## src/rtl/brom_pkg.sv

```systemverilog
`timescale 1ns/1ps
package brom_pkg;

  typedef enum logic [1:0] {
    SZ_BYTE = 2'd0,
    SZ_HALF = 2'd1,
    SZ_WORD = 2'd2,
    SZ_LINE = 2'd3
  } acc_size_e;

  typedef enum logic [1:0] {
    ST_IDLE  = 2'd0,
    ST_FIRST = 2'd1,
    ST_NEXT  = 2'd2
  } ctl_state_e;

endpackage

```

## src/rtl/brom_beat_plan.sv

```systemverilog
`timescale 1ns/1ps
module brom_beat_plan
  import brom_pkg::*;
#(
  parameter int LINE_BYTES = 16,
  localparam int CW = $clog2(LINE_BYTES + 1)
) (
  input  logic [1:0]    size,
  input  logic          bus16,
  input  logic          is_write,
  output logic [CW-1:0] beats,
  output logic          narrow
);

  logic [CW-1:0] total_bytes;
  logic [CW-1:0] half_bytes;

  always_comb begin
    unique case (acc_size_e'(size))
      SZ_BYTE: total_bytes = CW'(1);
      SZ_HALF: total_bytes = CW'(2);
      SZ_WORD: total_bytes = CW'(4);
      default: total_bytes = CW'(LINE_BYTES);
    endcase
  end

  assign half_bytes = total_bytes >> 1;

  always_comb begin
    if (is_write)
      beats = CW'(1);
    else if (bus16)
      beats = (half_bytes == '0) ? CW'(1) : half_bytes;
    else
      beats = total_bytes;
  end

  // a byte read on the wide bus picks one lane instead of a full word
  assign narrow = bus16 && (acc_size_e'(size) == SZ_BYTE);

endmodule

```

## src/rtl/brom_wait_timer.sv

```systemverilog
`timescale 1ns/1ps
module brom_wait_timer #(
  parameter int WW = 4
) (
  input  logic          clk,
  input  logic          rst_n,
  input  logic          load,
  input  logic [WW-1:0] load_val,
  output logic          expired
);

  logic [WW-1:0] cnt_q;

  always_ff @(posedge clk or negedge rst_n) begin
    if (!rst_n)
      cnt_q <= '0;
    else if (load)
      cnt_q <= load_val;
    else if (cnt_q != '0)
      cnt_q <= cnt_q - 1'b1;
  end

  assign expired = (cnt_q == '0);

endmodule

```

## src/rtl/brom_data_pack.sv

```systemverilog
`timescale 1ns/1ps
module brom_data_pack #(
  parameter int LINE_BYTES = 16,
  localparam int IW = $clog2(LINE_BYTES),
  localparam int DATA_W = 8 * LINE_BYTES
) (
  input  logic              clk,
  input  logic              rst_n,
  input  logic              clear,
  input  logic              cap,
  input  logic [IW-1:0]     idx,
  input  logic              bus16,
  input  logic              narrow,
  input  logic              lane_hi,
  input  logic [15:0]       rom_data,
  output logic [DATA_W-1:0] data
);

  for (genvar b = 0; b < LINE_BYTES; b++) begin : g_byte
    logic       hit;
    logic [7:0] val;
    logic [7:0] q;

    always_comb begin
      if (!bus16) begin
        hit = (idx == IW'(b));
        val = rom_data[7:0];
      end else if (narrow) begin
        hit = (b == 0);
        val = lane_hi ? rom_data[15:8] : rom_data[7:0];
      end else begin
        hit = (idx == IW'(b / 2));
        val = (b % 2 == 1) ? rom_data[15:8] : rom_data[7:0];
      end
    end

    always_ff @(posedge clk or negedge rst_n) begin
      if (!rst_n)
        q <= '0;
      else if (clear)
        q <= '0;
      else if (cap && hit)
        q <= val;
    end

    assign data[8*b +: 8] = q;
  end

endmodule

```

## src/rtl/brom_addr_drive.sv

```systemverilog
`timescale 1ns/1ps
module brom_addr_drive #(
  parameter int AW = 16
) (
  input  logic          clk,
  input  logic          rst_n,
  input  logic [AW-1:0] d,
  output logic [AW-1:0] q
);

  // the pin changes half a cycle after the beat address is chosen
  always_ff @(negedge clk or negedge rst_n) begin
    if (!rst_n)
      q <= '0;
    else
      q <= d;
  end

endmodule

```

## src/rtl/brom_rd_ctrl.sv

```systemverilog
`timescale 1ns/1ps
module brom_rd_ctrl
  import brom_pkg::*;
#(
  parameter int AW = 16,
  parameter int LINE_BYTES = 16,
  parameter int FIRST_WAIT_W = 4,
  parameter int BURST_WAIT_W = 2
) (
  input  logic                    clk,
  input  logic                    rst_n,
  input  logic                    req_valid,
  output logic                    req_ready,
  input  logic [AW-1:0]           req_addr,
  input  logic [1:0]              req_size,
  input  logic                    req_write,
  input  logic                    bus16,
  input  logic [FIRST_WAIT_W-1:0] first_wait,
  input  logic [BURST_WAIT_W-1:0] burst_wait,
  input  logic                    ext_wait,
  output logic [AW-1:0]           rom_addr,
  output logic                    rom_rd,
  output logic                    rom_we,
  output logic                    rom_bs,
  input  logic [15:0]             rom_data,
  output logic                    rsp_valid,
  output logic [8*LINE_BYTES-1:0] rsp_data
);

  localparam int CW = $clog2(LINE_BYTES + 1);
  localparam int IW = $clog2(LINE_BYTES);
  localparam int WW = (FIRST_WAIT_W > BURST_WAIT_W) ? FIRST_WAIT_W : BURST_WAIT_W;

  ctl_state_e            state_q;
  logic                  wr_q, bus16_q, narrow_q, lane_hi_q;
  logic [BURST_WAIT_W-1:0] bw_q;
  logic [CW-1:0]         left_q;
  logic [IW-1:0]         idx_q;
  logic [AW-1:0]         beat_addr_q;
  logic                  rd_q, we_q, bs_q, rsp_q;

  logic [CW-1:0] plan_beats;
  logic          plan_narrow;
  logic          accept, expired, beat_end, last_beat, more_beats;
  logic          tmr_load;
  logic [WW-1:0] tmr_val;

  brom_beat_plan #(.LINE_BYTES(LINE_BYTES)) u_plan (
    .size     (req_size),
    .bus16    (bus16),
    .is_write (req_write),
    .beats    (plan_beats),
    .narrow   (plan_narrow)
  );

  assign req_ready = (state_q == ST_IDLE);
  assign accept    = req_valid && req_ready;

  // the wait pin only stretches the first beat, once its waits are spent
  assign beat_end  = ((state_q == ST_FIRST) && expired && !ext_wait) ||
                     ((state_q == ST_NEXT) && expired);
  assign last_beat  = (left_q == CW'(1));
  assign more_beats = beat_end && !last_beat;

  assign tmr_load = accept || more_beats;
  assign tmr_val  = accept ? WW'(first_wait) : WW'(bw_q);

  brom_wait_timer #(.WW(WW)) u_timer (
    .clk      (clk),
    .rst_n    (rst_n),
    .load     (tmr_load),
    .load_val (tmr_val),
    .expired  (expired)
  );

  brom_data_pack #(.LINE_BYTES(LINE_BYTES)) u_pack (
    .clk      (clk),
    .rst_n    (rst_n),
    .clear    (accept),
    .cap      (beat_end && !wr_q),
    .idx      (idx_q),
    .bus16    (bus16_q),
    .narrow   (narrow_q),
    .lane_hi  (lane_hi_q),
    .rom_data (rom_data),
    .data     (rsp_data)
  );

  brom_addr_drive #(.AW(AW)) u_addr (
    .clk   (clk),
    .rst_n (rst_n),
    .d     (beat_addr_q),
    .q     (rom_addr)
  );

  always_ff @(posedge clk or negedge rst_n) begin
    if (!rst_n) begin
      state_q     <= ST_IDLE;
      wr_q        <= 1'b0;
      bus16_q     <= 1'b0;
      narrow_q    <= 1'b0;
      lane_hi_q   <= 1'b0;
      bw_q        <= '0;
      left_q      <= '0;
      idx_q       <= '0;
      beat_addr_q <= '0;
      rd_q        <= 1'b0;
      we_q        <= 1'b0;
      bs_q        <= 1'b0;
      rsp_q       <= 1'b0;
    end else begin
      rsp_q <= 1'b0;
      unique case (state_q)
        ST_IDLE: begin
          if (accept) begin
            state_q     <= ST_FIRST;
            wr_q        <= req_write;
            bus16_q     <= bus16;
            narrow_q    <= plan_narrow;
            lane_hi_q   <= req_addr[0];
            bw_q        <= burst_wait;
            left_q      <= plan_beats;
            idx_q       <= '0;
            beat_addr_q <= bus16 ? {req_addr[AW-1:1], 1'b0} : req_addr;
            rd_q        <= !req_write;
            we_q        <= req_write;
            bs_q        <= 1'b1;
          end
        end
        default: begin
          if (beat_end) begin
            if (last_beat) begin
              state_q <= ST_IDLE;
              rd_q    <= 1'b0;
              we_q    <= 1'b0;
              bs_q    <= 1'b0;
              rsp_q   <= 1'b1;
            end else begin
              state_q     <= ST_NEXT;
              bs_q        <= 1'b0;
              left_q      <= left_q - 1'b1;
              idx_q       <= idx_q + 1'b1;
              beat_addr_q <= beat_addr_q + (bus16_q ? AW'(2) : AW'(1));
            end
          end
        end
      endcase
    end
  end

  assign rom_rd    = rd_q;
  assign rom_we    = we_q;
  assign rom_bs    = bs_q;
  assign rsp_valid = rsp_q;

endmodule

```

## config.mk

```make
export PLATFORM = sky130hd
export DESIGN_NAME = brom_rd_ctrl
export DESIGN_NICKNAME = d
export VERILOG_FILES = /design/src/rtl/brom_pkg.sv /design/src/rtl/brom_beat_plan.sv /design/src/rtl/brom_wait_timer.sv /design/src/rtl/brom_data_pack.sv /design/src/rtl/brom_addr_drive.sv /design/src/rtl/brom_rd_ctrl.sv
export SDC_FILE = /design/constraint.sdc
export NUM_CORES = 1
export LEC_CHECK = 0
export BUFFER_PORTS_ARGS = -buffer_cell sky130_fd_sc_hd__buf_4
export CORE_UTILIZATION = 55
export CTS_BUF_LIST = sky130_fd_sc_hd__clkbuf_4 sky130_fd_sc_hd__clkbuf_8
export CTS_CLUSTER_DIAMETER = 30
export DETAILED_ROUTE_END_ITERATION = 16
export PLACE_DENSITY = 0.81
export SLEW_MARGIN = 20
export SYNTH_ARGS = -nofsm -noshare
export SYNTH_HDL_FRONTEND = slang
export SYNTH_SLANG_ARGS = --single-unit
export TNS_END_PERCENT = 10
```

## constraint.sdc

```tcl
create_clock -name clk -period 3.1 [get_ports clk]
set_input_delay 0.62 -clock clk [delete_from_list [all_inputs] [get_ports clk]]
set_output_delay 0.62 -clock clk [all_outputs]
set_load 0.05 [all_outputs]
```

After elaboration in Yosys (flattened, before gate mapping)

Cells that the tools add are included.
Widths: inputs -> output; s select.

Bitwise operators: 0
Equal/unequal tests: 22
Mux-type cells: 99
Order comparisons: 0
Divide/modulo/power cells: 0
$mul: 0
Reduce and logical (&&, ||, !) cells: 58
Add/subtract/negate cells: 4
Shifts and indexed selects: 0

Operators with widths:

| operator            | number |
|---|---|
| $mux 8              | 37 |
| $mux 16             | 4 |
| $mux 1              | 38 |
| $reduce_bool 2->1   | 19 |
| $eq 4x4->1 const B  | 8 |
| $mux 4              | 8 |
| $mux 5              | 6 |
| $logic_and 1x1->1   | 23 |
| $add 16x2->16       | 1 |
| $eq 4x3->1 const B  | 4 |
| $pmux 5 s3          | 1 |
| $mux 2              | 5 |
| $eq 4x2->1 const B  | 2 |
| $logic_not 4->1     | 2 |
| $reduce_and 3->1    | 2 |
| $eq 5x1->1 const B  | 1 |
| $logic_not 5->1     | 1 |
| $sub 5x1->5 const B | 1 |
| $add 4x1->4 const B | 1 |
| $eq 2x1->1 const B  | 2 |
| $eq 2x2->1 const B  | 2 |
| $eq 4x1->1 const B  | 1 |
| $logic_not 1->1     | 4 |
| $logic_not 2->1     | 2 |
| 6 further kinds     | 8 |

RAM bits: 0
Latch bits: 0
Memories: 0
Register bits after elaboration: 185
Bits in read-only memories: 0
Word-level logic and storage cells: 214

Longest topological paths before layout

Gate-level depths: netlist (run 1).

Depth in word-level cells: 8
Mapped depth: 11

By module

From an unflattened synthesis (run 1), not the netlist that was laid out.

Cells, all modules: 749
Area total of the unflattened synthesis: 8762.2 um2

By module, submodules not included:

| module          | area each (um2) | cells each | sequential area each (um2) | instances |
|---|---|---|---|---|
| brom_data_pack  | 6078.3          | 481        | 3203.1                     | 1 |
| brom_rd_ctrl    | 1978.1          | 221        | 900.9                      | 1 |
| brom_addr_drive | 400.4           | 16         | 400.4                      | 1 |
| brom_wait_timer | 234.0           | 22         | 100.1                      | 1 |
| brom_beat_plan  | 71.3            | 9          | 0.0                        | 1 |

==> metrics.csv, run 1 <==
metric,value,unit
die_area,15400,um2
syn-instance-count,799,
clkSinkCount,184,
reg2reg_to,u_pack.g_byte[13].q[7],
outcome,"finished, violations left",
max_slew_margin,54.8,%
ant_nets,0,
worst_slew_pin_slew,677,ps
syn2layout_area_growth,25.5,%
max_stage_delay,430,ps
clk_pin_slew_worst_paths,90,ps
path_class,reg2out,
cp.required,2480,ps
post-route-util,70.8,%
crit_family,flip-flops,
syn_area_per_cell,10.3,um2
numPortBuffers,194,
violations,negative setup slack,
async_reset_ff_share,100,%
synth_cell_types,61,
synth-seq-cells,184,
wire_per_inst,18.1,um
h-tree-depth,4,
drtIter0Drc,484,
die_h,124,um
grt_remaining_overflow,0,
synth-main-ff-cell,dfrtp_1,
synth_edf_count,0,
skew,54.4,ps
worst_slack,-69.2,ps
cts-root-buf,clkbuf_8,
hold_path.class,in2async,
cts_buffers,17,
holdBufCountCts,0,
grt_start_max_net_pins,57,
ys_seq_area_share,56.2,%
slew_violations,0,
endpoint_kind,output port,
dpl_worst_slack,334,ps
maxCapViolCount,0,
critPathLaunchType,register,
fin_nets,1040,
io_pins,195,
path_max_fanout,1,
tritoncts,built,
rsz0062_at_grt,yes,
cts_buffer_depth,2,
avgViaCountPerCell,5.78,
synthesis.nets,855,
path_buf_inv,1,
vias,6826,
start_util,56.4,%
drt-pass1-iter-count,4,
setup_violations,16,
drc,0,
arrival,2550,ps
finalWirelength,21.4,mm
grt_pass1_wl,33.0,mm
regToRegSetupSlack,510,ps
antennaDiodeCount,0,
track_usage,28.5,%
ys_warn_count,0,
final_common_cell,buf_4,
num_rows,44,
critical_path.reg2reg.startpoint,u_timer.cnt_q[0],
finalWeightedCongestion,0.889,
grt_pass1_vias,6320,
final_hold_viol_count,0,
core_area,14500,um2
hpwl,15.1,mm
antenna_found_initial,0,
cp_slowest_cell,dfrtn_1,
path_cells,buf_6,
insertion_delay,450,ps
final_layout_size_suffix_gt1_share,28.5,%
rr_worst_depth,8,
layout_common_cells,"198 x buf_4, 168 x dfrtp_1, 131 x nand2_1",
die_w,124,um
post_synth_instance_area,8200,um2
-- per-layer routing --
| layer | track usage, % | routed length (um) | up-vias |
|---|---|---|---|
| li1 | - | - | 3181 |
| met1 | 38.4 | 9130 | 3319 |
| met2 | 43.9 | 10000 | 270 |
| met3 | 6.09 | 1500 | 56 |
| met4 | 13.5 | 714 | 0 |
| met5 | 0 | 0 | - |
-- metrics by stage --
stage / std cells / hold slack, ps / cell area [um2] / setup TNS (ps)
final: 1181 / 59.6 / 10300 / -649
after global routing: 1181 / 62.2 / 10300 / -1180
after CTS: 1181 / 47.9 / 10300 / -916
after detailed placement: 1149 / 454 / 9840 / 0
after global placement: 1149 / 444 / 9840 / 0
after floorplan: 799 / 324 / 8200 / 0
-- registers in the layout, summed over array words and instances (netlist names) --
name,count
idx_q,4
bus16_q,1
wr_q,1
u_pack.g_byte.q,128
left_q,5
rsp_valid,1
lane_hi_q,1
state_q,2
u_addr.q,16
bw_q,2
rom_we,1
rom_rd,1
beat_addr_q,16
narrow_q,1
u_timer.cnt_q,4
-- worst max path at each step --
stage	end	cells past startpoint	slack, ps	from
3_3_place_gp	rom_addr[12]	1	370	u_addr.q[12]
3_5_place_dp	rom_addr[5]	1	330	u_addr.q[5]
6_report	rom_addr[5]	1	-70	u_addr.q[5]
2_1_floorplan	rom_addr[0]	0	280	u_addr.q[0]
4_1_cts	rom_addr[5]	1	-90	u_addr.q[5]
5_1_grt	rom_addr[5]	1	-100	u_addr.q[5]
-- area by class of cell --
cell class                      instances  area, um2
Sequential cell                       184       4600
Multi-Input combinational cell        549       3310
Tap cell                              184        230
Fill cell                            1129       4240
Inverter                               16       60.1
Clock inverter                         10       93.8
Timing Repair Buffer                  216       1700
Clock buffer                           22        297
-- Yosys cell counts (all sizes together), types with 4 or more instances --
| library cell | count | area [um2] |
|---|---|---|
| a211oi | 7 | 62.6 |
| a21o | 4 | 30.0 |
| a21oi | 31 | 155 |
| a22o | 4 | 35.0 |
| a22oi | 7 | 52.6 |
| and2 | 5 | 31.3 |
| buf | 21 | 123 |
| clkbuf | 29 | 109 |
| dfrtn | 16 | 400 |
| dfrtp | 168 | 4200 |
| ha | 9 | 113 |
| inv | 16 | 60.1 |
| mux2 | 15 | 169 |
| mux2i | 51 | 510 |
| nand2 | 132 | 495 |
| nand2b | 6 | 37.5 |
| nand3 | 77 | 400 |
| nor2 | 32 | 130 |
| nor3 | 8 | 51.3 |
| nor3b | 5 | 37.5 |
| o21ai | 92 | 487 |
| o22ai | 11 | 68.8 |
| o2bb2ai | 4 | 35.0 |
-- timing repair --
action | CTS | global route
endpoints found under the setup margin | 16 | 16
resized for setup | 16 | 0
buffers inserted | 0 | 0
-- kinds of logic (layout without fill, tap and decap cells) --
logic type               Yosys count  in the layout  share of synthesized area (%)
AND/OR/NAND/NOR                  285            285                           16.2
flip-flops                       184            184                           56.2
adder cells (fa/ha/maj)           10             10                           1.62
XOR/XNOR                           5              5                          0.534
buffers and inverters             66            264                           3.56
multiplexers                      66             66                           8.29
AO/OA/AOI/OAI                    183            183                           13.7
Power of run 1 is not shown: default switching activity piles up to over one toggle a cycle in this logic, so the estimate is an artifact.
==> run 2, diff against run 1 <==
--- a/config.mk
+++ b/config.mk
@@ -12,5 +12,4 @@
 export DETAILED_ROUTE_END_ITERATION = 16
 export PLACE_DENSITY = 0.81
-export SLEW_MARGIN = 20
 export SYNTH_ARGS = -nofsm -noshare
 export SYNTH_HDL_FRONTEND = slang
==> constraint.sdc (replaced) <==
create_clock -name clk -period 3.1 [get_ports clk]
set_input_delay 0.775 -clock clk [delete_from_list [all_inputs] [get_ports clk]]
set_output_delay 0.775 -clock clk [all_outputs]
set_load 0.05 [all_outputs]
==> run 2 against run 1 <==
Effect of this change: the run still ends with negative setup slack left; hold slack better by 120 ps; die area unchanged; wire length down 0.73%; global-route usage about the same; clock skew down 1.4 ps; critical endpoint is now rom_addr[9]; first-iteration DRC count down 0.83%; via count down 0.84%; design area up 0.29%; register-to-register slack worse by 90 ps; critical path depth unchanged; sequential cell count unchanged.
==> metrics.csv, run 2 (synthesis results as in run 1) <==
metric,value,unit
track_usage,28.5,%
tritoncts,built,
holdBufCountCts,0,
h-tree-depth,4,
cts_buffer_depth,2,
hold_path.class,in2async,
syn2layout_area_growth,25.9,%
crit_family,flip-flops,
numPortBuffers,194,
grt_pass1_vias,6317,
top_register,u_pack.g_byte.q,
cp_slowest_cell,dfrtn_1,
core_area,14500,um2
cp.required,2320,ps
final_layout_size_suffix_gt1_share,28.2,%
largest_reg_flops,128,
cts-root-buf,clkbuf_8,
setup_violations,16,
ant_nets,0,
rsz0062_at_grt,yes,
arrival,2550,ps
die_w,124,um
grt_pass1_wl,33.0,mm
num_rows,44,
clkSinkCount,184,
outcome,"finished, violations left",
grt_use_met2,42.1,%
reg_top3,"u_pack.g_byte.q (128), beat_addr_q (16), u_addr.q (16)",
final-seq-area,4600,um2
critPathLaunchType,register,
path_cells,buf_6,
post-route-util,71.0,%
finalWeightedCongestion,0.902,
grt_start_max_net_pins,51,
max_stage_delay,430,ps
insertion_delay,450,ps
slew_violations,0,
worst_slack,-225,ps
multi_input_area,3310,um2
grt_remaining_overflow,0,
maxCapViolCount,0,
avgViaCountPerCell,5.75,
start_util,56.4,%
fin_nets,1036,
endpoint_kind,output port,
cts_buffers,17,
antenna_found_initial,0,
path_buf_inv,1,
clk_pin_slew_worst_paths,90,ps
grtUsageMet1,40.4,%
drc,0,
violations,negative setup slack,
path_class,reg2out,
antennaDiodeCount,0,
layout_common_cells,"194 x buf_4, 168 x dfrtp_1, 131 x nand2_1",
die_area,15400,um2
hpwl,14.7,mm
final_common_cell,buf_4,
wire_per_inst,18.0,um
worst_slew_pin_slew,688,ps
finalWirelength,21.2,mm
drtIter0Drc,480,
drt-pass1-iter-count,5,
io_pins,195,
final_hold_viol_count,0,
path_max_fanout,1,
die_h,124,um
skew,53.0,ps
fill_cells,1120,
max_slew_margin,53.5,%
cts_setup_buffers,0,
vias,6769,
met3_usage,5.31,%
busiest_layer,met2,
## run 2: what timing repair did
| item | in CTS | in global routing |
|---|---|---|
| endpoints found under the setup margin | 16 | 17 |
| resized for setup | 16 | 1 |
| cloned | 0 | 0 |
| endpoints found under the hold margin | 0 | 0 |
## run 2: area by class of cell
class                      instances  share of cell area (%)
inverter                          16                   0.582
tap                              184                    2.23
clock inverter                    13                    1.87
sequential                       184                    44.6
clock buffer                      19                    2.47
timing repair buffer             212                    16.2
multi-input combinational        549                    32.1
## run 2: path summary, 6_finish.rpt
kind	start	to	slack [ps]	cells after the start
setup / recovery	u_addr.q[9]	rom_addr[9]	-220	1
hold / removal	rst_n	beat_addr_q[6]	180	1
setup reg to reg	u_timer.cnt_q[0]	u_pack.g_byte[6].q[0]	420	7
hold reg to reg	bw_q[0]	bw_q[0]	470	2
max in group asynchronous	rst_n	u_addr.q[8]	1180	1
min in group clk	bw_q[0]	bw_q[0]	470	2
## run 2: routing by layer
layer / vias up / part of all wire, %
met5: - / 0
met4: 0 / 3.9
met3: 53 / 6.0
met2: 275 / 46
met1: 3271 / 44
li1: 3170 / -
## run 2: per-stage QoR
| stage | instances | setup WS (ps) | instance area [um2] | TNS, ps | hold slack [ps] |
|---|---|---|---|---|---|
| final | 1177 | -225 | 10300 | -3190 | 180 |
| after CTS | 1177 | -245 | 10300 | -3400 | 169 |
| after global routing | 1177 | -247 | 10300 | -3620 | 173 |
| after floorplan | 799 | 124 | 8200 | 0 | 428 |
| after global placement | 1145 | 211 | 9810 | 0 | 443 |
| after detailed placement | 1145 | 180 | 9810 | 0 | 448 |
Power of run 2 is left out for the same reason.
